===== src/rtl/dma_xfer_pkg.sv =====
// Shared definitions for the transfer engine: sequencer states and the
// host register index map. Assumes a 3-bit host register index.
package dma_xfer_pkg;

    typedef enum logic [2:0] {
        ST_IDLE,
        ST_REQ,
        ST_READ,
        ST_WRITE,
        ST_CHK
    } seq_state_t;

    localparam int REG_IDX_W = 3;

    localparam logic [REG_IDX_W-1:0] RG_SRC_ADDR = 3'd0;
    localparam logic [REG_IDX_W-1:0] RG_SRC_CNT  = 3'd1;
    localparam logic [REG_IDX_W-1:0] RG_DST_ADDR = 3'd2;
    localparam logic [REG_IDX_W-1:0] RG_DST_CNT  = 3'd3;
    localparam logic [REG_IDX_W-1:0] RG_CTRL     = 3'd4;
    localparam logic [REG_IDX_W-1:0] RG_STAT     = 3'd5;

endpackage


===== src/rtl/dma_chan_regs.sv =====
// One channel's address and count: base copies written by the host and
// working copies that step once per word and can be refilled from base.
// Assumes CW <= AW; host load has priority over refill, refill over step.
module dma_chan_regs #(
    parameter int AW = 16,
    parameter int CW = 8
) (
    input  logic          clk,
    input  logic          rst_n,
    input  logic          ld_addr,
    input  logic          ld_cnt,
    input  logic [AW-1:0] ld_data,
    input  logic          step,
    input  logic          reload,
    output logic [AW-1:0] cur_addr,
    output logic [CW-1:0] cur_cnt,
    output logic          at_zero
);

    logic [AW-1:0] base_addr;
    logic [CW-1:0] base_cnt;

    // Address pair: host load, refill from base, or increment per word.
    always_ff @(posedge clk) begin
        if (!rst_n) begin
            base_addr <= '0;
            cur_addr  <= '0;
        end else if (ld_addr) begin
            base_addr <= ld_data;
            cur_addr  <= ld_data;
        end else if (reload) begin
            cur_addr  <= base_addr;
        end else if (step) begin
            cur_addr  <= cur_addr + 1'b1;
        end
    end

    // Count pair: host load, refill from base, or decrement per word.
    always_ff @(posedge clk) begin
        if (!rst_n) begin
            base_cnt <= '0;
            cur_cnt  <= '0;
        end else if (ld_cnt) begin
            base_cnt <= ld_data[CW-1:0];
            cur_cnt  <= ld_data[CW-1:0];
        end else if (reload) begin
            cur_cnt  <= base_cnt;
        end else if (step) begin
            cur_cnt  <= cur_cnt - 1'b1;
        end
    end

    assign at_zero = (cur_cnt == '0);

endmodule


===== src/rtl/dma_seq.sv =====
// Bus sequencer: requests the bus, performs a read cycle into the holding
// register and a write cycle from it, then re-checks the grant. Assumes the
// arbiter only withdraws the grant at the end of a write or when idle.
module dma_seq #(
    parameter int DW = 16
) (
    input  logic          clk,
    input  logic          rst_n,
    input  logic          en,
    input  logic          bus_gnt,
    input  logic [DW-1:0] mem_rdata,
    output logic          bus_req,
    output logic          mem_rd,
    output logic          mem_wr,
    output logic [DW-1:0] hold_q
);

    import dma_xfer_pkg::*;

    seq_state_t st_q, st_d;

    // Next-state selection for the request/read/write/check loop.
    always_comb begin
        st_d = st_q;
        case (st_q)
            ST_IDLE:  if (en) st_d = ST_REQ;
            ST_REQ: begin
                if (!en)          st_d = ST_IDLE;
                else if (bus_gnt) st_d = ST_READ;
            end
            ST_READ:  st_d = ST_WRITE;
            ST_WRITE: st_d = ST_CHK;
            ST_CHK:   st_d = (en && bus_gnt) ? ST_READ : ST_IDLE;
            default:  st_d = ST_IDLE;
        endcase
    end

    // State register.
    always_ff @(posedge clk) begin
        if (!rst_n) st_q <= ST_IDLE;
        else        st_q <= st_d;
    end

    // Holding register: captures the word during the read cycle.
    always_ff @(posedge clk) begin
        if (!rst_n)               hold_q <= '0;
        else if (st_q == ST_READ) hold_q <= mem_rdata;
    end

    assign bus_req = (st_q != ST_IDLE);
    assign mem_rd  = (st_q == ST_READ);
    assign mem_wr  = (st_q == ST_WRITE);

endmodule


===== src/rtl/dma_host_regs.sv =====
// Host register port: decodes channel loads, holds control and status,
// detects end of block and produces the refill and pulse, and muxes reads.
// Assumes the host writes channel registers only while the engine is idle.
module dma_host_regs #(
    parameter int AW = 16,
    parameter int CW = 8
) (
    input  logic          clk,
    input  logic          rst_n,
    input  logic          host_we,
    input  logic [2:0]    host_waddr,
    input  logic          wbit_en,
    input  logic          wbit_auto,
    input  logic [2:0]    host_raddr,
    input  logic          step,
    input  logic          src_zero,
    input  logic [AW-1:0] src_addr,
    input  logic [CW-1:0] src_cnt,
    input  logic [AW-1:0] dst_addr,
    input  logic [CW-1:0] dst_cnt,
    output logic [1:0]    ld_addr,
    output logic [1:0]    ld_cnt,
    output logic          reload,
    output logic          en,
    output logic          tc_pulse,
    output logic [AW-1:0] host_rdata
);

    import dma_xfer_pkg::*;

    logic auto_q;
    logic tc_q;
    logic block_end;
    logic wr_ctrl;
    logic wr_stat;

    assign ld_addr[0] = host_we && (host_waddr == RG_SRC_ADDR);
    assign ld_cnt[0]  = host_we && (host_waddr == RG_SRC_CNT);
    assign ld_addr[1] = host_we && (host_waddr == RG_DST_ADDR);
    assign ld_cnt[1]  = host_we && (host_waddr == RG_DST_CNT);
    assign wr_ctrl    = host_we && (host_waddr == RG_CTRL);
    assign wr_stat    = host_we && (host_waddr == RG_STAT);

    assign block_end  = step && src_zero;
    assign reload     = block_end && auto_q;

    // Control bits: host write wins; a block end without refill disables.
    always_ff @(posedge clk) begin
        if (!rst_n) begin
            en     <= 1'b0;
            auto_q <= 1'b0;
        end else if (wr_ctrl) begin
            en     <= wbit_en;
            auto_q <= wbit_auto;
        end else if (block_end && !auto_q) begin
            en     <= 1'b0;
        end
    end

    // Sticky terminal-count flag with write-one-to-clear, plus the pulse.
    always_ff @(posedge clk) begin
        if (!rst_n) begin
            tc_q     <= 1'b0;
            tc_pulse <= 1'b0;
        end else begin
            tc_pulse <= block_end;
            if (block_end)               tc_q <= 1'b1;
            else if (wr_stat && wbit_en) tc_q <= 1'b0;
        end
    end

    // Read mux over working copies, control and status.
    always_comb begin
        case (host_raddr)
            RG_SRC_ADDR: host_rdata = src_addr;
            RG_SRC_CNT:  host_rdata = AW'(src_cnt);
            RG_DST_ADDR: host_rdata = dst_addr;
            RG_DST_CNT:  host_rdata = AW'(dst_cnt);
            RG_CTRL:     host_rdata = AW'({auto_q, en});
            RG_STAT:     host_rdata = AW'(tc_q);
            default:     host_rdata = '0;
        endcase
    end

endmodule


===== src/rtl/dma_xfer_engine.sv =====
// Top of the memory-to-memory engine: a fixed channel pair (channel 0 reads,
// channel 1 writes), the host register port and the bus sequencer.
// Assumes a single-cycle memory and CW <= AW <= host data width.
module dma_xfer_engine #(
    parameter int AW = 16,
    parameter int CW = 8,
    parameter int DW = 16
) (
    input  logic          clk,
    input  logic          rst_n,
    input  logic          host_we,
    input  logic [2:0]    host_waddr,
    input  logic [AW-1:0] host_wdata,
    input  logic [2:0]    host_raddr,
    output logic [AW-1:0] host_rdata,
    output logic          bus_req,
    input  logic          bus_gnt,
    output logic [AW-1:0] mem_addr,
    output logic          mem_rd,
    output logic          mem_wr,
    output logic [DW-1:0] mem_wdata,
    input  logic [DW-1:0] mem_rdata,
    output logic          tc_pulse
);

    localparam int NUM_CH = 2;

    logic [AW-1:0] ch_addr [NUM_CH];
    logic [CW-1:0] ch_cnt  [NUM_CH];
    logic [NUM_CH-1:0] ch_zero;
    logic [1:0]    ld_addr;
    logic [1:0]    ld_cnt;
    logic          reload;
    logic          en;
    logic          step;

    assign step = mem_wr;

    // Channel register pairs, one instance per channel of the fixed pair.
    for (genvar c = 0; c < NUM_CH; c++) begin : g_ch
        dma_chan_regs #(.AW(AW), .CW(CW)) u_chan (
            .clk      (clk),
            .rst_n    (rst_n),
            .ld_addr  (ld_addr[c]),
            .ld_cnt   (ld_cnt[c]),
            .ld_data  (host_wdata),
            .step     (step),
            .reload   (reload),
            .cur_addr (ch_addr[c]),
            .cur_cnt  (ch_cnt[c]),
            .at_zero  (ch_zero[c])
        );
    end

    dma_host_regs #(.AW(AW), .CW(CW)) u_regs (
        .clk        (clk),
        .rst_n      (rst_n),
        .host_we    (host_we),
        .host_waddr (host_waddr),
        .wbit_en    (host_wdata[0]),
        .wbit_auto  (host_wdata[1]),
        .host_raddr (host_raddr),
        .step       (step),
        .src_zero   (ch_zero[0]),
        .src_addr   (ch_addr[0]),
        .src_cnt    (ch_cnt[0]),
        .dst_addr   (ch_addr[1]),
        .dst_cnt    (ch_cnt[1]),
        .ld_addr    (ld_addr),
        .ld_cnt     (ld_cnt),
        .reload     (reload),
        .en         (en),
        .tc_pulse   (tc_pulse),
        .host_rdata (host_rdata)
    );

    dma_seq #(.DW(DW)) u_seq (
        .clk       (clk),
        .rst_n     (rst_n),
        .en        (en),
        .bus_gnt   (bus_gnt),
        .mem_rdata (mem_rdata),
        .bus_req   (bus_req),
        .mem_rd    (mem_rd),
        .mem_wr    (mem_wr),
        .hold_q    (mem_wdata)
    );

    // Read cycles use channel 0, write cycles use channel 1.
    assign mem_addr = mem_wr ? ch_addr[1] : ch_addr[0];

    logic unused_zero;
    assign unused_zero = ch_zero[1];

endmodule


===== config.mk =====
export PLATFORM = sky130hd
export DESIGN_NAME = dma_xfer_engine
export DESIGN_NICKNAME = d
export VERILOG_FILES = /design/src/rtl/dma_xfer_pkg.sv /design/src/rtl/dma_chan_regs.sv /design/src/rtl/dma_seq.sv /design/src/rtl/dma_host_regs.sv /design/src/rtl/dma_xfer_engine.sv
export SDC_FILE = /design/constraint.sdc
export NUM_CORES = 1
export LEC_CHECK = 0
export BUFFER_PORTS_ARGS = -buffer_cell sky130_fd_sc_hd__clkbuf_2
export CAP_MARGIN = 5
export CORE_UTILIZATION = 55
export CTS_BUF_LIST = sky130_fd_sc_hd__clkbuf_2
export CTS_CLUSTER_DIAMETER = 30
export CTS_CLUSTER_SIZE = 14
export DETAILED_ROUTE_END_ITERATION = 12
export GPL_TIMING_DRIVEN = 0
export PLACE_DENSITY = 0.8
export SETUP_SLACK_MARGIN = 0.2
export SLEW_MARGIN = 5
export SYNTH_ARGS = -nofsm -noshare
export SYNTH_HDL_FRONTEND = slang
export SYNTH_HIERARCHICAL = 1
export SYNTH_SLANG_ARGS = --single-unit

===== constraint.sdc =====
create_clock -name clk -period 2.4 [get_ports clk]
set_input_delay 0 -clock clk [delete_from_list [all_inputs] [get_ports clk]]
set_output_delay 0 -clock clk [all_outputs]
set_load 0.05 [all_outputs]

# Yosys cells after proc, flatten, opt, wreduce, memory -nomap -nowiden

Cells that the tools add are included.

Add/sub/neg operators: 4
Eq/ne operators: 16
Multiplexer cells: 23
Reduce and logical (&&, ||, !) cells: 24

Operator list:

| kind                                             | number |
|---|---|
| 2-to-1 mux 16 bit                                | 7 |
| case mux 16 bit (6 select lines)                 | 1 |
| 2-to-1 mux 8 bit                                 | 6 |
| adder 16 x 1 -> 16 bit, second input constant    | 2 |
| == test 3 x 2 -> 1 bit, second input constant    | 6 |
| subtractor 8 x 1 -> 8 bit, second input constant | 2 |
| == test 3 bit, second input constant             | 5 |
| case mux 3 bit (5 select lines)                  | 1 |
| nonzero test 3 bit                               | 5 |
| logical AND 1 bit                                | 11 |
| == test 3 x 1 -> 1 bit, second input constant    | 3 |
| logical NOT 3 bit                                | 3 |
| 2-to-1 mux 3 bit                                 | 3 |
| logical NOT 8 bit                                | 1 |
| 2-to-1 mux 1 bit                                 | 4 |
| nonzero test 2 bit                               | 2 |
| inequality test 3 bit, second input constant     | 1 |
| 2-to-1 mux 2 bit                                 | 1 |
| inequality test 2 bit, second input constant     | 1 |
| AND reduction 2 bit                              | 1 |
| logical NOT 1 bit                                | 1 |

Register bits after elaboration: 119
Input bits: 42
Output and inout port bits: 52
Logic and storage cells: 81

# Longest topological paths before layout

Depth after elaboration: 5
Mapped depth: 10
Mapped depth without buffers: 8

# Hierarchy

The synthesis kept the hierarchy.

By module, submodules not included:

| module          | instances | cells an instance | area each (um2) | sequential area each (um2) |
|---|---|---|---|---|
| dma_chan_regs   | 2         | 316               | 2626.3          | 960.9 |
| dma_seq         | 1         | 83                | 784.5           | 380.4 |
| dma_host_regs   | 1         | 66                | 618.1           | 80.1 |
| dma_xfer_engine | 1         | 18                | 249.0           | 0.0 |

# Worst setup path after synthesis

OpenSTA, ideal clock, no wires.

Kind: register to register
From: register u_seq.st_q[1]
To: register g_ch[1].u_chan.cur_addr[10]
Setup time: 0.070 ns
Data arrival time: 2.215 ns
Required time: 2.330 ns
Slack: 0.116 ns
Cell stages (with the launch flop): 9
Path buffers: 2
Clock period less this slack: 2.284 ns
Cells stage by stage: dfxtp_1 > and3b_1 > and3_1 > buf_2 > buf_2 > nor3_1 > o31ai_1 > nand2_1 > a21oi_1

Cells in the longest elaborated chain, start to end: 5
Elaborated cells between the ends (all ways): 6
Those cells by class: eq/ne (1); mux (2); reduce/logical (3)

RTL lines:

| element                  | line                  | RTL |
|---|---|---|
| start, declared          | dma_seq.sv:20         | `seq_state_t st_q, st_d;` |
| start signal, assigned   | dma_seq.sv:41         | `else st_q <= st_d;` |
| == test 3 x 2 -> 1 bit * | dma_seq.sv:52         | `assign mem_wr = (st_q == ST_WRITE);` |
| via mem_wr               | dma_xfer_engine.sv:20 | `output logic mem_wr,` |
| logical AND 1 bit *      | dma_host_regs.sv:44   | `assign block_end = step && src_zero;` |
| logical AND 1 bit *      | dma_host_regs.sv:45   | `assign reload = block_end && auto_q;` |
| via reload               | dma_xfer_engine.sv:33 | `logic reload;` |
| 2-to-1 mux 16 bit        | dma_chan_regs.sv:31   | `end else if (reload) begin` |
| 2-to-1 mux 16 bit        | dma_chan_regs.sv:28   | `end else if (ld_addr) begin` |
| end signal, assigned     | dma_chan_regs.sv:30   | `cur_addr <= ld_data;` |
| end signal, assigned     | dma_chan_regs.sv:32   | `cur_addr <= base_addr;` |
| end signal, assigned     | dma_chan_regs.sv:34   | `cur_addr <= cur_addr + 1'b1;` |
| end, declared            | dma_chan_regs.sv:15   | `output logic [AW-1:0] cur_addr,` |

The timed path passes the listed nets; every way through them passes the cells marked *.
A chain may end at the register's enable or synchronous reset.

# Worst setup path in the final report

From: register u_seq.st_q[2]
To: register g_ch[0].u_chan.cur_addr[5]

Cells in the longest elaborated chain, start to end: 5
Elaborated cells between the ends (all ways): 6
Those cells by class: eq/ne (1); mux (2); reduce/logical (3)

RTL lines:

| element                  | line |
|---|---|
| == test 3 x 2 -> 1 bit * | dma_seq.sv:52 |
| logical AND 1 bit        | dma_host_regs.sv:44 |
| logical AND 1 bit        | dma_host_regs.sv:45 |
| 2-to-1 mux 16 bit        | dma_chan_regs.sv:31 |
| 2-to-1 mux 16 bit        | dma_chan_regs.sv:28 |
| end signal, assigned     | dma_chan_regs.sv:30 |
| end signal, assigned     | dma_chan_regs.sv:32 |
| end signal, assigned     | dma_chan_regs.sv:34 |
| end, declared            | dma_chan_regs.sv:15 |

Mark *: on every way between the ends. The rest lies on a longest branch, timed or not.

==> out/summary.md <==
Run status
* finished clean — outcome

Power and ir drop
* 414 uV — worst voltage drop across the vdd grid
* 0.00343 uW — leakage power figure
* 0.272 — switching share of total power
* 0.518 — power share of the sequential group
* 0.125 — logic gate share of total power
* 1090 uW — P_sw
* 0.357 — proportion of power drawn by the clock network
* 452 nW/um^2 — PwrDens
* 2900 uW — cell-internal power
* 3990 uW — Power Total

Floorplan
* 13000 um^2 — Die Footprint
* 114 um — width of the die
* 0.569 — effective utilization at floorplan
* 40 — Rows
* 94 — io pins
* 114 um — vertical die dimension
* 12100 um^2 — area of the core region

Job
* 0 — MaxCap Viol Count

Clocking
* 17 — clock buffer count from CTS
* 700 ps — worst-skew pair later-pin latency
* 2 — number of buffers between clock root and the deepest sink
* built — CTS tree
* 4 — H-tree levels
* sky130_fd_sc_hd__clkbuf_2 — clock tree root buffer cell
* 180 ps — clock slew seen by the registers of the worst setup and hold paths
* 119 — clock sinks

Yosys
* 798 — Syn Inst Count
* 8.64 um^2 — per-instance average area after synthesis
* 846 — synthesized netlist net count
* 6890 um^2 — netlist area before placement
* 6 — YS warnings

Global routing
* 6680 — vias in the first global route
* 0 — overflow left after global routing
* 0.354 — GRT Overall Usage
* 35200 um — first-pass GRT wire length
* met2 — GRT Max-Usage Layer
* 18 — largest net degree at the start of global routing
* 0.552 — global-route met2 utilization
* 0.469 — met1 demand-to-capacity share in global routing
* 0 — number of antenna violations at the first check in global routing
* 0.0717 — GR Util met3

Layout
* 4260 um^2 — Multi-input gate area
* 27.9% — synthesis-to-finish area growth
* 915 — count of filler cells inserted in the layout
* 0.271 — share of final-layout standard cells stronger than drive strength 1
* 2410 um^2 — Seq. cell area
* 0 — diodes inserted
* 1025 — net total in the final layout

Timing
* 27.7 ps — maximum clock skew at final layout
* 2220 ps — clock period minus final worst setup slack
* 0.509 — relative max-transition margin
* 0 — total setup violations reported at the end of the flow
* true — setup repair after global routing missed its margin
* 0 — number of pins exceeding their max-slew limit in the final report
* 736 ps — slew at the pin closest to its max-slew limit
* 96.4 ps — hold slack final
* 0 ps — Post-Route Setup TNS
* 0.924 — final critical-path share of the clock period
* 0.451 GHz — highest clock rate
* 0 — Hold Vio Cnt, Final

Worst setup path
* 2790 ps — Critical Path AT
* 2980 ps — Worst Path Required
* sky130_fd_sc_hd__dfxtp_2 — master of the slowest instance on the critical path
* 370 ps — delay contributed by the slowest stage of the critical path
* 4 — Worst Path Buf+Inv
* register to register — kind of critical path
* register — critical path startpoint category
* sky130_fd_sc_hd__buf_4 — Crit path top cell by count
* register — Worst setup EP type
* and3b_2, buf_4, buf_4, clkbuf_4, inv_1, or3_1, a222oi_1, nor3b_2 — CP Cell Sequence
* 10 — critical path peak fanout
* simple AND/OR/NAND/NOR gates — kind of cell adding the most delay to the critical path

Drt
* 22700 um — Total Wirelength
* 19.6 um — DR WL/cell
* 6.30 — average via count per standard cell
* 8 — first drt pass iteration count
* 7297 — total vias in the final route
* 0 — DRC violations left
* 0 — number of routed nets with antenna violations
* 859 — iteration-0 DRC count of the detailed router

Place
* 0.938 — final weighted congestion in routability-driven placement
* 14400 um — Detailed Place HPWL
* 92 — number of buffers added on ports

Min path
* input pin to register — worst min path class

[metal layers]
metal | up-vias | wire [um] | part of all wire
met5 | - | 0 | 0
met4 | 0 | 889 | 0.039
met3 | 68 | 2100 | 0.093
met2 | 466 | 10400 | 0.46
met1 | 3450 | 9280 | 0.41
li1 | 3313 | - | -
[final cells by class]
type                            count  area share
Sequential cell                   119       0.273
Timing Repair Buffer              160       0.137
Inverter                           24      0.0111
Clock inverter                     13      0.0182
Tap cell                          168      0.0238
Buffer                             52      0.0434
Multi-Input combinational cell    603       0.483
Clock buffer                       19      0.0108
[layout by cell type (no fill, tap or decap), types with 14 or more instances in the layout]
| cell | instances |
|---|---|
| sky130_fd_sc_hd__a21oi_1 | 64 |
| sky130_fd_sc_hd__buf_2 | 19 |
| sky130_fd_sc_hd__nor3_1 | 29 |
| sky130_fd_sc_hd__nor2_1 | 55 |
| sky130_fd_sc_hd__nand3_1 | 16 |
| sky130_fd_sc_hd__nand2_1 | 82 |
| sky130_fd_sc_hd__clkbuf_1 | 14 |
| sky130_fd_sc_hd__a211oi_1 | 33 |
| sky130_fd_sc_hd__buf_4 | 23 |
| sky130_fd_sc_hd__mux2i_1 | 42 |
| sky130_fd_sc_hd__inv_1 | 20 |
| sky130_fd_sc_hd__dlygate4sd3_1 | 52 |
| sky130_fd_sc_hd__dfxtp_1 | 104 |
| sky130_fd_sc_hd__clkbuf_2 | 96 |
| sky130_fd_sc_hd__o21ai_0 | 19 |
| sky130_fd_sc_hd__mux2_2 | 16 |
| sky130_fd_sc_hd__nand2b_1 | 23 |
[worst paths after layout]
kind	start	to	slack (ps)	cells past startpoint
max	u_seq/st_q[2]	g_ch[0].u_chan/cur_addr[5]	180	8
min	mem_rdata[3]	u_seq/hold_q[3]	100	4
max reg2reg	u_seq/st_q[2]	g_ch[0].u_chan/cur_addr[5]	180	8
min reg2reg	g_ch[1].u_chan/base_cnt[2]	g_ch[1].u_chan/base_cnt[2]	480	2
[worst min-delay path, delay by kind of cell]
kind / cells / cell delay [ps]
AND/OR/NAND/NOR: 1 / 60
buffers and inverters: 2 / 640
AO/OA/AOI/OAI: 1 / 50
[per-stage QoR]
stage	utilization	instances	setup WS, ps	cell area (um^2)
2_1_floorplan	-	798	203	6900
3_3_place_gp	0.625	1058	-365	7570
3_5_place_dp	0.625	1058	-402	7570
4_1_cts	0.707	1151	201	8560
5_1_grt	0.728	1158	119	8820
6_report	0.728	1158	182	8820
[sequential cells by signal, indices dropped and copies added, names as in the netlist]
signal / flops
u_regs/en: 1
u_seq/st_q: 3
g_ch.u_chan/base_cnt: 16
u_regs/tc_q: 1
g_ch.u_chan/cur_addr: 32
g_ch.u_chan/base_addr: 32
g_ch.u_chan/cur_cnt: 16
u_regs/tc_pulse: 1
u_seq/hold_q: 16
u_regs/auto_q: 1
[timing repair]
item                                    CTS  global route
endpoints found under the hold margin   119             0
resized for setup                        44            69
endpoints found under the setup margin   65            67
pin swaps                                 3             6
hold buffers                             53             0
setup buffers                             8             7
cloned                                    0             1
[power groups by stage]
stage	Sequential, uW	Combinational (uW)	Clock (uW)
CTS	2070	469	1430
global placement	2100	397	0
floorplan	2090	265	0
finish	2070	497	1430
global route	2070	528	1540
detailed placement	2110	401	0
Note: power is estimated with default switching activity, not from simulation.
